--- src/rtl/sport_pkg.sv ---
package sport_pkg;

    localparam int DATA_W  = 8;
    localparam int DIV_W   = 12;
    localparam int ADDR_W  = 3;
    localparam int OSR     = 16;

    typedef enum logic [ADDR_W-1:0] {
        ADDR_DATA   = 3'd0,
        ADDR_STAT   = 3'd1,
        ADDR_DIVLO  = 3'd2,
        ADDR_DIVMID = 3'd3,
        ADDR_LINE   = 3'd4,
        ADDR_CTRL   = 3'd5,
        ADDR_FLAG   = 3'd6
    } reg_addr_e;

    // line control byte, bit 0 at the bottom
    typedef struct packed {
        logic       spare;
        logic [1:0] wlen;
        logic       fifo_en;
        logic       two_stop;
        logic       par_even;
        logic       par_en;
        logic       brk_on;
    } line_cfg_t;

    typedef struct packed {
        logic              ovr;
        logic              perr;
        logic              ferr;
        logic [DATA_W-1:0] data;
    } rx_entry_t;

    typedef enum logic [2:0] {
        ST_IDLE,
        ST_START,
        ST_DATA,
        ST_PAR,
        ST_STOP
    } frame_st_e;

    function automatic logic [3:0] word_bits(input logic [1:0] wlen);
        return 4'd5 + {2'b00, wlen};
    endfunction

    function automatic logic [DATA_W-1:0] mask_word(input logic [DATA_W-1:0] d,
                                                    input logic [1:0] wlen);
        logic [DATA_W-1:0] m;
        m = '0;
        for (int i = 0; i < DATA_W; i++) begin
            m[i] = (i < int'(word_bits(wlen)));
        end
        return d & m;
    endfunction

    function automatic logic parity_of(input logic [DATA_W-1:0] d,
                                       input logic [1:0] wlen,
                                       input logic even);
        logic x;
        x = ^mask_word(d, wlen);
        return even ? x : ~x;
    endfunction

endpackage

--- src/rtl/sport_fifo.sv ---
module sport_fifo #(
    parameter int W     = 8,
    parameter int DEPTH = 16
) (
    input  logic                         clk,
    input  logic                         rst,
    input  logic                         single,
    input  logic                         push,
    input  logic [W-1:0]                 din,
    input  logic                         pop,
    output logic [W-1:0]                 dout,
    output logic                         empty,
    output logic                         full,
    output logic [$clog2(DEPTH+1)-1:0]   count,
    input  logic                         tag_en,
    input  logic [W-1:0]                 tag_val
);
    localparam int AW = (DEPTH > 1) ? $clog2(DEPTH) : 1;
    localparam int CW = $clog2(DEPTH+1);

    logic [W-1:0]  mem [DEPTH];
    logic [AW-1:0] wp, rp, last;
    logic [CW-1:0] cnt, cap;
    logic          do_push, do_pop;

    function automatic logic [AW-1:0] nxt(input logic [AW-1:0] p);
        return (p == AW'(DEPTH-1)) ? '0 : p + 1'b1;
    endfunction

    assign cap     = single ? CW'(1) : CW'(DEPTH);
    assign full    = (cnt >= cap);
    assign empty   = (cnt == '0);
    assign do_push = push && !full;
    assign do_pop  = pop && !empty;
    assign last    = (wp == '0) ? AW'(DEPTH-1) : wp - 1'b1;
    assign dout    = mem[rp];
    assign count   = cnt;

    always_ff @(posedge clk) begin
        if (rst) begin
            wp  <= '0;
            rp  <= '0;
            cnt <= '0;
        end else begin
            if (do_push) wp <= nxt(wp);
            if (do_pop)  rp <= nxt(rp);
            case ({do_push, do_pop})
                2'b10:   cnt <= cnt + 1'b1;
                2'b01:   cnt <= cnt - 1'b1;
                default: cnt <= cnt;
            endcase
        end
    end

    always_ff @(posedge clk) begin
        if (do_push) mem[wp] <= din;
        if (tag_en && !empty && !do_push) mem[last] <= mem[last] | tag_val;
    end

endmodule

--- src/rtl/sport_baud.sv ---
module sport_baud #(
    parameter int DW = 12
) (
    input  logic          clk,
    input  logic          rst,
    input  logic          en,
    input  logic [DW-1:0] divisor,
    output logic          tick
);
    logic [DW-1:0] cnt;

    assign tick = en && (cnt == '0);

    always_ff @(posedge clk) begin
        if (rst)            cnt <= '0;
        else if (!en)       cnt <= divisor;
        else if (cnt == '0) cnt <= divisor;
        else                cnt <= cnt - 1'b1;
    end

endmodule

--- src/rtl/sport_tx.sv ---
module sport_tx
    import sport_pkg::*;
#(
    parameter int OSR_N = OSR
) (
    input  logic              clk,
    input  logic              rst,
    input  logic              en,
    input  logic              tick,
    input  logic [1:0]        wlen,
    input  logic              par_en,
    input  logic              par_even,
    input  logic              two_stop,
    input  logic              brk_on,
    input  logic              fifo_empty,
    input  logic [DATA_W-1:0] fifo_data,
    output logic              pop,
    output logic              txd,
    output logic              busy
);
    localparam int TW = $clog2(OSR_N);

    frame_st_e         st;
    logic [TW-1:0]     tcnt;
    logic [3:0]        bitn;
    logic [DATA_W-1:0] shreg;
    logic              par_q, stop_more, line;
    logic              bit_end;

    assign bit_end = tick && (tcnt == TW'(OSR_N-1));
    assign pop     = en && tick && (st == ST_IDLE) && !fifo_empty;
    assign busy    = (st != ST_IDLE);
    assign txd     = brk_on ? 1'b0 : line;

    always_ff @(posedge clk) begin
        if (rst || !en) begin
            st        <= ST_IDLE;
            tcnt      <= '0;
            bitn      <= '0;
            shreg     <= '0;
            par_q     <= 1'b0;
            stop_more <= 1'b0;
            line      <= 1'b1;
        end else begin
            if (st != ST_IDLE && tick) tcnt <= bit_end ? '0 : tcnt + 1'b1;
            case (st)
                ST_IDLE: if (pop) begin
                    st    <= ST_START;
                    tcnt  <= '0;
                    shreg <= mask_word(fifo_data, wlen);
                    par_q <= parity_of(fifo_data, wlen, par_even);
                    line  <= 1'b0;
                end
                ST_START: if (bit_end) begin
                    st    <= ST_DATA;
                    line  <= shreg[0];
                    shreg <= shreg >> 1;
                    bitn  <= 4'd1;
                end
                ST_DATA: if (bit_end) begin
                    if (bitn == word_bits(wlen)) begin
                        if (par_en) begin
                            st   <= ST_PAR;
                            line <= par_q;
                        end else begin
                            st        <= ST_STOP;
                            line      <= 1'b1;
                            stop_more <= two_stop;
                        end
                    end else begin
                        line  <= shreg[0];
                        shreg <= shreg >> 1;
                        bitn  <= bitn + 1'b1;
                    end
                end
                ST_PAR: if (bit_end) begin
                    st        <= ST_STOP;
                    line      <= 1'b1;
                    stop_more <= two_stop;
                end
                ST_STOP: if (bit_end) begin
                    if (stop_more) stop_more <= 1'b0;
                    else           st        <= ST_IDLE;
                end
                default: st <= ST_IDLE;
            endcase
        end
    end

endmodule

--- src/rtl/sport_rx.sv ---
module sport_rx
    import sport_pkg::*;
#(
    parameter int OSR_N = OSR
) (
    input  logic       clk,
    input  logic       rst,
    input  logic       en,
    input  logic       tick,
    input  logic       rxd,
    input  logic [1:0] wlen,
    input  logic       par_en,
    input  logic       par_even,
    output logic       push,
    output rx_entry_t  entry
);
    localparam int TW   = $clog2(OSR_N);
    localparam int HALF = OSR_N/2 - 1;

    frame_st_e         st;
    logic [TW-1:0]     tcnt;
    logic [3:0]        bitn;
    logic [DATA_W-1:0] shreg;
    logic              perr_q;
    logic              rs1, rs2, rs3;
    logic              samp;

    assign samp = tick && (tcnt == TW'(OSR_N-1));

    always_ff @(posedge clk) begin
        if (rst) begin
            rs1 <= 1'b1;
            rs2 <= 1'b1;
            rs3 <= 1'b1;
        end else begin
            rs1 <= rxd;
            rs2 <= rs1;
            rs3 <= rs2;
        end
    end

    always_ff @(posedge clk) begin
        if (rst || !en) begin
            st     <= ST_IDLE;
            tcnt   <= '0;
            bitn   <= '0;
            shreg  <= '0;
            perr_q <= 1'b0;
            push   <= 1'b0;
            entry  <= '0;
        end else begin
            push <= 1'b0;
            if (st != ST_IDLE && tick) tcnt <= samp ? '0 : tcnt + 1'b1;
            case (st)
                ST_IDLE: if (rs3 && !rs2) begin
                    st   <= ST_START;
                    tcnt <= '0;
                end
                ST_START: if (tick && tcnt == TW'(HALF)) begin
                    if (!rs2) begin
                        st     <= ST_DATA;
                        tcnt   <= '0;
                        bitn   <= '0;
                        shreg  <= '0;
                        perr_q <= 1'b0;
                    end else begin
                        st <= ST_IDLE;
                    end
                end
                ST_DATA: if (samp) begin
                    shreg[bitn[2:0]] <= rs2;
                    if (bitn == word_bits(wlen) - 4'd1) st <= par_en ? ST_PAR : ST_STOP;
                    else                                bitn <= bitn + 1'b1;
                end
                ST_PAR: if (samp) begin
                    perr_q <= (rs2 != parity_of(shreg, wlen, par_even));
                    st     <= ST_STOP;
                end
                ST_STOP: if (samp) begin
                    push       <= 1'b1;
                    entry.ovr  <= 1'b0;
                    entry.perr <= perr_q;
                    entry.ferr <= !rs2;
                    entry.data <= shreg;
                    st         <= ST_IDLE;
                end
                default: st <= ST_IDLE;
            endcase
        end
    end

endmodule

--- src/rtl/mmio_serial.sv ---
module mmio_serial
    import sport_pkg::*;
#(
    parameter int FIFO_DEPTH = 16,
    parameter int OSR_N      = OSR
) (
    input  logic              clk,
    input  logic              rst,
    input  logic              bus_sel,
    input  logic              bus_wr,
    input  logic              bus_rd,
    input  logic [ADDR_W-1:0] bus_addr,
    input  logic [DATA_W-1:0] bus_wdata,
    output logic [DATA_W-1:0] bus_rdata,
    input  logic              rxd,
    output logic              txd,
    output logic              irq_rx,
    output logic              irq_tx
);
    localparam int CW = $clog2(FIFO_DEPTH+1);
    localparam int EW = $bits(rx_entry_t);

    logic [DIV_W-1:0]  div_q;
    line_cfg_t         line_q;
    logic              en_q;
    logic [2:0]        stat_q;

    logic              wr_acc, rd_acc;
    logic              tx_push, tx_pop, tx_empty, tx_full, tx_busy;
    logic [DATA_W-1:0] tx_head;
    logic [CW-1:0]     tx_cnt;
    logic              rx_pop, rx_empty, rx_full, rx_push;
    logic [EW-1:0]     rx_dout;
    rx_entry_t         rx_head, rx_new, tag_word;
    logic [CW-1:0]     rx_cnt;
    logic              tick;

    assign wr_acc  = bus_sel && bus_wr;
    assign rd_acc  = bus_sel && bus_rd;
    assign tx_push = wr_acc && (bus_addr == ADDR_DATA);
    assign rx_pop  = rd_acc && (bus_addr == ADDR_DATA);
    assign rx_head = rx_entry_t'(rx_dout);

    always_comb begin
        tag_word     = '0;
        tag_word.ovr = 1'b1;
    end

    always_ff @(posedge clk) begin
        if (rst) begin
            div_q  <= '0;
            line_q <= '0;
            en_q   <= 1'b0;
            stat_q <= '0;
        end else begin
            if (wr_acc) begin
                case (bus_addr)
                    ADDR_DIVLO:  div_q[7:0]       <= bus_wdata;
                    ADDR_DIVMID: div_q[DIV_W-1:8] <= bus_wdata[DIV_W-9:0];
                    ADDR_LINE:   line_q           <= line_cfg_t'(bus_wdata);
                    ADDR_CTRL:   en_q             <= bus_wdata[0];
                    default: ;
                endcase
            end
            if (rx_pop && !rx_empty) stat_q <= {rx_head.ovr, rx_head.perr, rx_head.ferr};
        end
    end

    always_comb begin
        case (bus_addr)
            ADDR_DATA:   bus_rdata = rx_empty ? '0 : rx_head.data;
            ADDR_STAT:   bus_rdata = {5'b0, stat_q};
            ADDR_DIVLO:  bus_rdata = div_q[7:0];
            ADDR_DIVMID: bus_rdata = {{(16-DIV_W){1'b0}}, div_q[DIV_W-1:8]};
            ADDR_LINE:   bus_rdata = line_q;
            ADDR_CTRL:   bus_rdata = {7'b0, en_q};
            ADDR_FLAG:   bus_rdata = {2'b0, tx_full, rx_empty, tx_busy, 3'b0};
            default:     bus_rdata = '0;
        endcase
    end

    assign irq_rx = !rx_empty;
    assign irq_tx = !tx_full;

    sport_baud #(.DW(DIV_W)) baud_i (
        .clk     (clk),
        .rst     (rst),
        .en      (en_q),
        .divisor (div_q),
        .tick    (tick)
    );

    sport_fifo #(.W(DATA_W), .DEPTH(FIFO_DEPTH)) tx_fifo_i (
        .clk     (clk),
        .rst     (rst),
        .single  (!line_q.fifo_en),
        .push    (tx_push),
        .din     (bus_wdata),
        .pop     (tx_pop),
        .dout    (tx_head),
        .empty   (tx_empty),
        .full    (tx_full),
        .count   (tx_cnt),
        .tag_en  (1'b0),
        .tag_val ('0)
    );

    sport_fifo #(.W(EW), .DEPTH(FIFO_DEPTH)) rx_fifo_i (
        .clk     (clk),
        .rst     (rst),
        .single  (!line_q.fifo_en),
        .push    (rx_push),
        .din     (rx_new),
        .pop     (rx_pop),
        .dout    (rx_dout),
        .empty   (rx_empty),
        .full    (rx_full),
        .count   (rx_cnt),
        .tag_en  (rx_push && rx_full),
        .tag_val (tag_word)
    );

    sport_tx #(.OSR_N(OSR_N)) tx_i (
        .clk        (clk),
        .rst        (rst),
        .en         (en_q),
        .tick       (tick),
        .wlen       (line_q.wlen),
        .par_en     (line_q.par_en),
        .par_even   (line_q.par_even),
        .two_stop   (line_q.two_stop),
        .brk_on     (line_q.brk_on),
        .fifo_empty (tx_empty),
        .fifo_data  (tx_head),
        .pop        (tx_pop),
        .txd        (txd),
        .busy       (tx_busy)
    );

    sport_rx #(.OSR_N(OSR_N)) rx_i (
        .clk      (clk),
        .rst      (rst),
        .en       (en_q),
        .tick     (tick),
        .rxd      (rxd),
        .wlen     (line_q.wlen),
        .par_en   (line_q.par_en),
        .par_even (line_q.par_even),
        .push     (rx_push),
        .entry    (rx_new)
    );

endmodule

--- config.mk ---
export PLATFORM = sky130hd
export DESIGN_NAME = mmio_serial
export DESIGN_NICKNAME = d
export VERILOG_FILES = /design/src/rtl/sport_pkg.sv /design/src/rtl/sport_fifo.sv /design/src/rtl/sport_baud.sv /design/src/rtl/sport_tx.sv /design/src/rtl/sport_rx.sv /design/src/rtl/mmio_serial.sv
export SDC_FILE = /design/constraint.sdc
export NUM_CORES = 1
export LEC_CHECK = 0
export BUFFER_PORTS_ARGS = -buffer_cell sky130_fd_sc_hd__buf_2
export CORE_MARGIN = 8
export CORE_UTILIZATION = 45
export DETAILED_ROUTE_END_ITERATION = 7
export GPL_ROUTABILITY_DRIVEN = 0
export GPL_TIMING_DRIVEN = 0
export SETUP_SLACK_MARGIN = 0.02
export SYNTH_ARGS = -nofsm -noshare
export SYNTH_HDL_FRONTEND = slang
export SYNTH_SLANG_ARGS = --single-unit
--- constraint.sdc ---
create_clock -name clk -period 4 [get_ports clk]
set_input_delay 0 -clock clk [delete_from_list [all_inputs] [get_ports clk]]
set_output_delay 0 -clock clk [all_outputs]
set_load 0.02 [all_outputs]
==> summary.md <==
| Metric | Value |
|---|---|
| Status | `finished clean` |
| P_leak | `about 6.3 nW` |
| Post-DR vias/cell | `5.574` |
| Period utilization | `between 90 and 100%` |
| Die Ht | `218.2 um` |
| Post-synthesis mux area share | `14.80%` |
| R2R Setup Slk | `260 ps` |
| Final setup TNS | `0 ps` |
| CTS tree | `yes` |
| Syn Nets | `1358` |
| Layout Utilization | `about half` |
| Clock network latency to the later pin of the worst-skew pair | `roughly 570 ps` |
| Boundary pin count | `28` |
| FMAX | `267.1 MHz` |
| CTS Buffer Depth | `3` |
| Slew @ Worst Pin | `roughly 1400 ps` |
| Placed Cells | `1874` |
| # H-tree levels | `2` |
| Synth top area share | `49.60%` |
| Arr. time, crit path | `~4000 ps` |
| Vias | `10970` |
| CTS root buffer | `clkbuf_16` |
| Synthesized flop and latch total | `430` |
| Fillcell total | `3420` |
| Primary FF master, synth | `edfxtp_1` |
| Seq/Total Area, Yosys | `around 63%` |
| Worst Hold Depth | `3` |
| CP Launch Type | `flop` |
| Die Area | `roughly 0.048 sq mm` |
| Compound-Gate Fraction of Synth Area | `5.758%` |
| CTS Buf Count | `45` |
| Dpl cell area | `0.01930 sq mm` |
| Worst-path cell chain | `or3_1 -> nor3_2 -> inv_1 -> o211ai_1 -> inv_1 -> o21ai_0 -> a22oi_1 -> o22a_1 -> nor3_2 -> buf_6` |
| Setup violations, final | `0` |
| Main area contributors after synthesis | `edfxtp_1 (50%), dfxtp_1 (14%), mux4_2 (9.3%), mux2i_1 (4.1%), nor2_1 (3.7%)` |
| Max cap viols | `0` |
| Simple-gate share of the synthesized area | `about a tenth` |
| Max-slew headroom | `about 6.9%` |
| Row count | `between 70 and 80` |
| Post-Synth Adder-Cell Area | `approximately 2.1%` |
| Mapped Cells | `1311` |
| Unrepaired setup endpoints after global routing | `true` |
| Critical path type | `reg -> reg` |
| Gr ovfl total | `0` |
| Finished Layout Cells | `1968` |
| DRT antenna net count | `0` |
| Combinational fraction of design power | `under 10%` |
| Share of layout cells above drive strength 1 | `roughly 15%` |
| Int Pwr | `about 0.0073 W` |
| Worst setup EP type | `flop` |
| Final WL | `42960 um` |
| Initial DRC count | `just under 800` |
| Post-route DRC | `0` |
| Reg clk slew, reported paths | `60 ps` |
| Post-layout minimum cycle time | `3744 ps` |
| Gr usage total | `around 18%` |
| Final hold violations | `0` |
| Initial Util | `between 40% and 50%` |
| First-pass GRT wire length | `65740 um` |
| HP Class | `in -> reg` |
| Post-synth EDFFs | `304` |
| Syn-to-layout area delta | `13.86%` |
| Top cells by count, synth | `edfxtp_1 (304), nor2_1 (181), dfxtp_1 (126)` |
| Initial antenna violation count | `2` |
| Distinct cells, synth | `65` |
| Peak supply drop | `0.0003383 V` |
| Average wire per standard cell | `21.83 um` |
| Most numerous cell in the Yosys netlist | `edfxtp_1` |
| Cells on worst reg2reg path | `10` |
| First-pass DRT Iterations | `5` |
| Reg power frac | `52.0%` |
| Main combinational cell family by area after synthesis | `multiplexers` |
| I/O Buffers | `24` |
| Total Nets Final | `about 1400` |
| FF/Latch Area | `approximately 0.012 sq mm` |
| Die Wd | `~220 um` |
| Core Footprint | `0.04065 sq mm` |
| Slowest CP cell | `or3_1` |
| Multi-input gate area | `around 0.0064 sq mm` |
| Largest area contributor in the netlist | `edfxtp_1` |
| Pwr/cell area | `435.3 mW/mm^2` |
| Max Fanout on Critical Path | `17` |
| Max stage delay on crit path | `430 ps` |
| Mean post-synth cell area | `around 14 sq um` |
| Clock share of power | `46.5%` |
| Post-Synth XOR/XNOR Area | `2.393%` |
| Switching share of power | `20.11%` |
| CP Data Required Time | `about 4300 ps` |
| Largest net degree at the start of global routing | `21` |
| P_sw | `0.001834 W` |
| Post-DP HPWL | `29000 um` |
| Finished Cell Area | `0.02095 sq mm` |
| Max-slew violation count | `0` |
| Syn. warnings | `0` |
| Area of the mapped netlist | `0.01840 sq mm` |
| Clock skew | `about 15 ps` |
| Hold Worst Slack | `just under 100 ps` |
| Total clock sinks | `430` |
| Post-synth ARST share | `0%` |
| Vias in the first global route | `10890` |
[cell type report]
type / instances / share of cell area, %
Sequential cell: 430 / 55.60
Inverter: 28 / 0.5016
Buffer: 66 / 1.439
Timing Repair Buffer: 43 / 1.505
Tap cell: 532 / 3.177
Multi-Input combinational cell: 787 / 30.69
Clock buffer: 48 / 5.428
Clock inverter: 33 / 1.648
Antenna cell: 1 / 0.01194
[registers in the layout (all words and copies together) (netlist names), 5 cells and up, named ones only]
register and flops:
rx_fifo_i.mem 176, tx_fifo_i.mem 128, baud_i.cnt 12, div_q 12
rx_i.entry 10, line_q 8, rx_i.shreg 8, tx_i.shreg 8
rx_fifo_i.count 5, tx_fifo_i.count 5
[cells by family after synthesis]
kind of cell,Yosys count
AOI/OAI and AO/OA,165
xor gates and xnor gates,47
DFF,430
adders and majority gates,30
buffers and inverters,94
and+or+nand+nor,380
muxes,165
[critical path: cells and delay by family, from the launching register on]
kind,cells,cell delay [ps]
flops,1,340
simple gates,3,1250
compound gates,4,1010
buf+inv,3,830
[metal layers]
metal  GRT usage, %  up-vias  share of wire (%)
li1               -     5151                  -
met1          23.64     5483                 43
met2          30.60      269                 49
met3          3.318       64                5.6
met4          5.620        2                2.2
met5              0        -              0.023
[cells in the final DEF (no fill, tap or decap), drive strengths merged, types with 25 or more instances in the layout]
cell type	netlist	layout
inv	27	29
mux4	83	83
buf	19	48
ha	29	29
nor3	25	25
mux2i	76	76
a21oi	50	50
dfxtp	126	126
clkbuf	47	97
nor2	181	181
nand2	69	69
xor2	25	25
o21ai	34	34
edfxtp	304	304
[final timing paths]
path,startpoint,endpoint
setup reg to reg,rx_fifo_i.count[1]$_SDFFE_PP0P_,rx_fifo_i.mem[8][1]$_DFFE_PP_
hold reg to reg,rx_i.rs1$_SDFF_PP1_,rx_i.rs2$_SDFF_PP1_
setup / recovery,rx_fifo_i.count[1]$_SDFFE_PP0P_,rx_fifo_i.mem[8][1]$_DFFE_PP_
hold / removal,rst,div_q[7]$_SDFFE_PP0P_
[what timing repair did]
item,CTS,global route
hold buffers,12,0
hold endpoints to repair,150,0
setup buffers,0,0
endpoints found under the setup margin,45,103
pin swaps,0,0
gates resized for setup,6,8
[through the flow]
step | total power [W] | setup slack [ps]
after floorplan | 0.004902 | 708.2
after global placement | 0.004962 | -1150
after detailed placement | 0.004964 | -517.8
after CTS | 0.009215 | -157.0
after global routing | 0.009397 | 1.725
final | 0.009121 | 256.1
[power by group through the flow]
stage / logic [W] / clock network, W / registers, W
floorplan: 0.0000691 / 0 / 0.00483
global placement: 0.000127 / 0 / 0.00484
detailed placement: 0.000129 / 0 / 0.00484
CTS: 0.000137 / 0.00434 / 0.00474
global route: 0.000150 / 0.00451 / 0.00474
finish: 0.000137 / 0.00424 / 0.00474
Note: power is estimated with default switching activity, not from simulation.
